--- src/rtl/uart_flow_pkg.sv ---
package uart_flow_pkg;

    typedef enum logic [1:0] {
        FC_NONE = 2'b00,
        FC_HW   = 2'b01,
        FC_SW   = 2'b10,
        FC_RSVD = 2'b11
    } fc_mode_e;

    typedef enum logic {
        RX_ROOM,
        RX_FULL
    } rx_state_e;

    typedef enum logic [1:0] {
        TX_OPEN,
        TX_BUSY,
        TX_HELD
    } tx_state_e;

    localparam logic [7:0] CHAR_XOFF = 8'h13;
    localparam logic [7:0] CHAR_XON  = 8'h11;

endpackage

--- src/rtl/uart_flow_sync.sv ---
module uart_flow_sync #(
    parameter int STAGES = 2
) (
    input  logic clk,
    input  logic rst_n,
    input  logic d_async,
    output logic q_sync
);

    logic [STAGES-1:0] chain;

    generate
        for (genvar s = 0; s < STAGES; s++) begin : g_stage
            if (s == 0) begin : g_first
                always_ff @(posedge clk or negedge rst_n) begin
                    if (!rst_n) chain[0] <= 1'b0;
                    else        chain[0] <= d_async;
                end
            end else begin : g_next
                always_ff @(posedge clk or negedge rst_n) begin
                    if (!rst_n) chain[s] <= 1'b0;
                    else        chain[s] <= chain[s-1];
                end
            end
        end
    endgenerate

    assign q_sync = chain[STAGES-1];

endmodule

--- src/rtl/uart_flow_rxside.sv ---
module uart_flow_rxside
    import uart_flow_pkg::*;
#(
    parameter int LVL_W     = 9,
    parameter int WATERMARK = 191
) (
    input  logic             clk,
    input  logic             rst_n,
    input  fc_mode_e         mode,
    input  logic [LVL_W-1:0] rx_level,
    input  logic             flush,
    output logic             rts_n,
    output logic             xoff_req,
    output logic             xon_req
);

    localparam logic [LVL_W-1:0] MARK = LVL_W'(WATERMARK);

    rx_state_e state, nxt;
    logic      xoff_q, xon_q;

    always_comb begin
        nxt = state;
        unique case (state)
            RX_ROOM: if (rx_level >= MARK) nxt = RX_FULL;
            RX_FULL: if (rx_level <  MARK) nxt = RX_ROOM;
            default: nxt = RX_ROOM;
        endcase
    end

    always_ff @(posedge clk or negedge rst_n) begin
        if (!rst_n) begin
            state  <= RX_ROOM;
            xoff_q <= 1'b0;
            xon_q  <= 1'b0;
        end else if (flush) begin
            state  <= RX_ROOM;
            xoff_q <= 1'b0;
            xon_q  <= 1'b0;
        end else begin
            state  <= nxt;
            xoff_q <= (mode == FC_SW) && (state == RX_ROOM) && (nxt == RX_FULL);
            xon_q  <= (mode == FC_SW) && (state == RX_FULL) && (nxt == RX_ROOM);
        end
    end

    always_comb begin
        rts_n    = (mode == FC_HW) && (state == RX_FULL);
        xoff_req = xoff_q;
        xon_req  = xon_q;
    end

    AST_RTS_BELOW_MARK: assert property (@(posedge clk) disable iff (!rst_n)
        (rx_level < MARK) |=> !rts_n);

    AST_RTS_AT_MARK: assert property (@(posedge clk) disable iff (!rst_n)
        (mode == FC_HW && rx_level >= MARK && !flush) |=> (rts_n || mode != FC_HW));

    AST_XOFF_ONE_CYCLE: assert property (@(posedge clk) disable iff (!rst_n)
        xoff_req |=> !xoff_req);

    AST_XON_ONE_CYCLE: assert property (@(posedge clk) disable iff (!rst_n)
        xon_req |=> !xon_req);

endmodule

--- src/rtl/uart_flow_txgate.sv ---
module uart_flow_txgate
    import uart_flow_pkg::*;
#(
    parameter int ALLOW = 2
) (
    input  logic       clk,
    input  logic       rst_n,
    input  fc_mode_e   mode,
    input  logic       cts_s,
    input  logic       tx_start,
    input  logic       tx_done,
    input  logic       rx_char_valid,
    input  logic [7:0] rx_char,
    input  logic       flush,
    output logic       tx_permit
);

    localparam int CW = $clog2(ALLOW + 1);
    localparam logic [CW-1:0] LIMIT = CW'(ALLOW);

    tx_state_e     state, nxt;
    logic [CW-1:0] sent_cnt;
    logic          paused;
    logic          stop;
    logic          start_ok;

    always_comb begin
        unique case (mode)
            FC_HW:   stop = cts_s && (sent_cnt >= LIMIT);
            FC_SW:   stop = paused;
            default: stop = 1'b0;
        endcase
    end

    always_comb begin
        tx_permit = !flush && (state != TX_BUSY) && !stop;
        start_ok  = tx_start && tx_permit;
    end

    always_comb begin
        nxt = state;
        unique case (state)
            TX_OPEN: begin
                if (start_ok)  nxt = TX_BUSY;
                else if (stop) nxt = TX_HELD;
            end
            TX_BUSY: begin
                if (tx_done) nxt = stop ? TX_HELD : TX_OPEN;
            end
            TX_HELD: begin
                if (start_ok)  nxt = TX_BUSY;
                else if (!stop) nxt = TX_OPEN;
            end
            default: nxt = TX_OPEN;
        endcase
    end

    always_ff @(posedge clk or negedge rst_n) begin
        if (!rst_n)     state <= TX_OPEN;
        else if (flush) state <= TX_OPEN;
        else            state <= nxt;
    end

    always_ff @(posedge clk or negedge rst_n) begin
        if (!rst_n)
            sent_cnt <= '0;
        else if (flush || !cts_s)
            sent_cnt <= '0;
        else if (mode == FC_HW && start_ok && sent_cnt < LIMIT)
            sent_cnt <= sent_cnt + 1'b1;
    end

    always_ff @(posedge clk or negedge rst_n) begin
        if (!rst_n)
            paused <= 1'b0;
        else if (flush)
            paused <= 1'b0;
        else if (mode == FC_SW && rx_char_valid) begin
            if (rx_char == CHAR_XOFF)     paused <= 1'b1;
            else if (rx_char == CHAR_XON) paused <= 1'b0;
        end
    end

    AST_ONE_IN_FLIGHT: assert property (@(posedge clk) disable iff (!rst_n)
        (tx_start && tx_permit) |=> !tx_permit);

    AST_OVERRUN_BOUND: assert property (@(posedge clk) disable iff (!rst_n)
        (mode == FC_HW && cts_s && sent_cnt == LIMIT) |-> !tx_permit);

    AST_FLUSH_REOPENS: assert property (@(posedge clk) disable iff (!rst_n)
        flush |=> (tx_permit || flush));

    AST_SW_PAUSE: assert property (@(posedge clk) disable iff (!rst_n)
        (mode == FC_SW && rx_char_valid && rx_char == CHAR_XOFF && !flush)
            |=> (!tx_permit || mode != FC_SW));

endmodule

--- src/rtl/uart_flow_gate.sv ---
module uart_flow_gate
    import uart_flow_pkg::*;
#(
    parameter bit PORT_ENHANCED = 1'b1,
    parameter int SYNC_STAGES   = 2,
    parameter int OVERRUN_ALLOW = 2,
    localparam int FIFO_DEPTH   = PORT_ENHANCED ? 320 : 288,
    localparam int WATERMARK    = PORT_ENHANCED ? 191 : 63,
    localparam int LVL_W        = $clog2(FIFO_DEPTH + 1)
) (
    input  logic             clk,
    input  logic             rst_n,
    input  logic [1:0]       mode_sel,
    input  logic [LVL_W-1:0] rx_level,
    input  logic             cts_n,
    input  logic             tx_start,
    input  logic             tx_done,
    input  logic             rx_char_valid,
    input  logic [7:0]       rx_char,
    input  logic             flush,
    output logic             rts_n,
    output logic             tx_permit,
    output logic             xoff_req,
    output logic             xon_req
);

    fc_mode_e mode;
    logic     cts_s;

    assign mode = fc_mode_e'(mode_sel);

    uart_flow_sync #(
        .STAGES (SYNC_STAGES)
    ) u_cts_sync (
        .clk     (clk),
        .rst_n   (rst_n),
        .d_async (cts_n),
        .q_sync  (cts_s)
    );

    uart_flow_rxside #(
        .LVL_W     (LVL_W),
        .WATERMARK (WATERMARK)
    ) u_rxside (
        .clk      (clk),
        .rst_n    (rst_n),
        .mode     (mode),
        .rx_level (rx_level),
        .flush    (flush),
        .rts_n    (rts_n),
        .xoff_req (xoff_req),
        .xon_req  (xon_req)
    );

    uart_flow_txgate #(
        .ALLOW (OVERRUN_ALLOW)
    ) u_txgate (
        .clk           (clk),
        .rst_n         (rst_n),
        .mode          (mode),
        .cts_s         (cts_s),
        .tx_start      (tx_start),
        .tx_done       (tx_done),
        .rx_char_valid (rx_char_valid),
        .rx_char       (rx_char),
        .flush         (flush),
        .tx_permit     (tx_permit)
    );

    AST_NO_DUAL_REQ: assert property (@(posedge clk) disable iff (!rst_n)
        !(xoff_req && xon_req));

    AST_NONE_MODE_RTS: assert property (@(posedge clk) disable iff (!rst_n)
        (mode_sel == 2'b00 || mode_sel == 2'b11) |-> !rts_n);

endmodule

--- config.mk ---
export PLATFORM = sky130hd
export DESIGN_NAME = uart_flow_gate
export DESIGN_NICKNAME = d
export VERILOG_FILES = /design/src/rtl/uart_flow_pkg.sv /design/src/rtl/uart_flow_sync.sv /design/src/rtl/uart_flow_rxside.sv /design/src/rtl/uart_flow_txgate.sv /design/src/rtl/uart_flow_gate.sv
export SDC_FILE = /design/constraint.sdc
export NUM_CORES = 1
export LEC_CHECK = 0
export ABC_AREA = 0
export BUFFER_PORTS_ARGS = -buffer_cell sky130_fd_sc_hd__buf_2
export CAP_MARGIN = 20
export CORE_AREA = 4 4 41 43
export CTS_BUF_LIST = sky130_fd_sc_hd__clkbuf_4
export CTS_CLUSTER_DIAMETER = 80
export DETAILED_ROUTE_END_ITERATION = 16
export DIE_AREA = 0 0 45 47
export GPL_TIMING_DRIVEN = 0
export PLACE_DENSITY = 0.79
export SYNTH_ARGS = -nofsm -noshare
export SYNTH_HDL_FRONTEND = slang
export SYNTH_SLANG_ARGS = --single-unit
export TNS_END_PERCENT = 30
--- constraint.sdc ---
create_clock -name clk -period 1.7 [get_ports clk]
set_clock_uncertainty 0.1 [all_clocks]
set_input_delay 0.34 -clock clk [delete_from_list [all_inputs] [get_ports clk]]
set_output_delay 0.34 -clock clk [all_outputs]
set_load 0.05 [all_outputs]
==> results_dict.tcl <==
set metrics [dict create \
    outcome "finished, violations left" \
    violations "setup timing" \
    cts-root-buf "clkbuf_4" \
    wl_met1_um 511 \
    reg2reg_to "u_txgate.sent_cnt[0]" \
    required_ns 1.26 \
    dieWidth_um 45 \
    drtIter0Drc 1 \
    fp.dieArea_sq_mm 0.002115 \
    synth_cells 50 \
    synth_top_area_share_pct 46.19 \
    antenna_left 0 \
    cts_tree "done" \
    maxSlewViolCount 0 \
    worst_pin_slew_ns 0.2557 \
    met3_length_um 88 \
    hold_path_end "u_cts_sync.chain[0]" \
    report.final.setup_viol 1 \
    drcViolationCount 0 \
    synth_top_flop_cell "dfrtp_1" \
    yosysWarningCount 0 \
    grt_pass1_wl_um 2028 \
    grt_usage_pct 13.70 \
    drive_gt1_share_pct 50.57 \
    path_class "reg2out" \
    hold_depth 1 \
    reg2reg_depth 7 \
    max-clock-path-buffers 2 \
    max_freq_ghz 0.5322 \
    period_minus_slack_ns 1.879 \
    hold_class "in2reg" \
    hold_viol_final 0 \
    ys_seq_elements 10 \
    setup.worst_path.end_class "primary output" \
    dr.pass1.iters 3 \
    cts_made_buffers 3 \
    hp-start "cts_n" \
    synth_seq_area_share_pct 46.19 \
    avgSynthCellArea_sq_um 10.84 \
    cp_data_arrival_time_ns 1.44 \
    num_vias 522 \
    hpwl_um 993.1 \
    cp-start-kind "register" \
    post-route-period-util_pct 110.5 \
    rsz0062_at_grt "yes" \
    grt_max_degree 11 \
    critPathMaxFanout 3 \
    grt-ovfl-total 0 \
    die_h_um 47 \
    gp_congestion 0.7117 \
    clk_pin_slew_ns 0.06 \
    clk_latency_ns 0.26 \
    wl_per_cell_um 12.92 \
    grt_pass1_vias 495 \
    final_util_pct 60.58 \
    register_area_sq_um 250.2 \
    leakage_nw 0.3961 \
    cts_sinks 10 \
    htreeDepth 1 \
    worst_slack_ns -0.1790 \
    netlist_area_sq_um 541.8 \
    synth.area.top_cells "dfrtp_1, ha_1, nor2b_1" \
    portBuffers 29 \
    timing.rr.start "u_txgate.sent_cnt[0]" \
    r2r_slack_ns 0.17 \
    routed_via_density 5.118 \
    multi_input_comb_area_sq_um 294.0 \
    ios 30 \
    p_per_area_mw_per_mm2 641.7 \
    dr_wl_met2_um 703 \
    ys_async_sr_fraction_pct 100.0 \
    yosys.area.top_type "dfrtp_1" \
    rows 13 \
    area_growth_pct 45.50 \
    core_area_sq_mm 0.001301 \
    synth.distinct_cells 26 \
    start_util_pct 41.63 \
    n_antenna_cell 0 \
    n_fill_cell 118 \
    drt_wl_total_um 1318 \
    fin_setup_tns_ns -0.1790 \
    fin_nets 117 \
    slew_headroom_pct 82.71 \
    syn_nets 79 \
    maxUsedRoutingLayer "met4" \
    ir_worst_vdd_uv 411.8 \
    maxCapViolations 0 \
    antenna_found_initial 0 \
    synth_edf_count 0 \
]
worst max-delay path, cell delays in order, from the launching register on:
cell and delay [ns]:
dfrtp_1 0.41, buf_4 0.16, o211ai_2 0.18, a21o_1 0.15, and2_4 0.15, buf_8 0.14
sequential cells by signal, indices dropped and copies added (netlist names):
signal and cells:
u_cts_sync.chain 1, u_cts_sync.q_sync 1, u_rxside.state 1, u_rxside.xoff_req 1, u_rxside.xon_req 1, u_txgate.paused 1
u_txgate.sent_cnt 2, u_txgate.state 2
how the worst max path moves through the flow:
stage / cells past startpoint / end / startpoint
3_5_place_dp: 7 / tx_permit / mode_sel[1]
2_1_floorplan: 4 / tx_permit / u_txgate.sent_cnt[1]
3_3_place_gp: 7 / tx_permit / mode_sel[1]
5_1_grt: 5 / tx_permit / u_txgate.sent_cnt[1]
4_1_cts: 5 / tx_permit / u_txgate.sent_cnt[1]
6_report: 5 / tx_permit / u_txgate.sent_cnt[1]
cells by family (layout without fill, tap and decap cells):
| kind of cell | after synthesis | count (layout) | share of synthesized area [%] |
|---|---|---|---|
| AOI/OAI and AO/OA | 10 | 10 | 13.16 |
| adders and majority gates | 3 | 3 | 6.929 |
| buffers and inverters | 3 | 40 | 2.078 |
| DFF | 10 | 10 | 46.19 |
| muxes | 1 | 1 | 1.848 |
| and+or+nand+nor | 23 | 23 | 29.79 |
report_power, final:
part / total [W] / internal [W] / switching, W
clock: 0.000166 / 0.0000848 / 0.0000808
sequential: 0.000248 / 0.000244 / 0.00000334
combinational: 0.0000925 / 0.0000461 / 0.0000464
metal layers:
layer	vias up	track usage [%]
met4	0	5.263
met2	17	25.99
met3	2	3.831
met5	-	0
li1	259	-
met1	244	14.22
final cells by class:
class / instances / area share (%)
Multi-Input combinational cell: 37 / 37.30
Sequential cell: 10 / 31.75
Timing Repair Buffer: 33 / 23.81
Clock buffer: 3 / 2.857
Tap cell: 15 / 2.381
Inverter: 3 / 1.429
Clock inverter: 1 / 0.4762
placed cells by master (no fill, tap or decap), types with 2 or more instances in the layout:
cell type	instances
buf_2	28
dfrtp_1	10
nand2_1	3
a21oi_1	3
nor2_1	3
nor2b_1	3
clkbuf_4	3
buf_4	3
inv_1	2
a31oi_1	2
nand2b_1	2
ha_1	2
synthesized netlist by cell type, types with 2 or more instances:
cell type and count:
dfrtp_1 10, a21oi_1 3, ha_1 3, inv_1 3, nand2_1 3, nor2_1 3
nor2b_1 3, a31oi_1 2, and2_2 2, nand2b_1 2
per-stage QoR:
stage	cells	area, sq um	total power, W	hold slack [ns]	setup slack, ns
CTS	102	788.3	0.0005093	0.07493	-0.1733
global placement	94	705.7	0.0003340	0.1084	-0.1750
global route	102	788.3	0.0005295	0.07953	-0.2282
finish	102	788.3	0.0005058	0.07983	-0.1790
floorplan	50	541.8	0.0002921	-0.05559	0.02906
detailed placement	94	705.7	0.0003362	0.1090	-0.1743
repair_timing:
item                                    4_1_cts  5_1_grt
resized for setup                             7        0
endpoints found under the hold margin        10        0
hold buffers                                  1        0
pin swaps                                     2        1
endpoints found under the setup margin        1        1
setup buffers                                 3        0
Note: power is estimated with default switching activity, not from simulation.
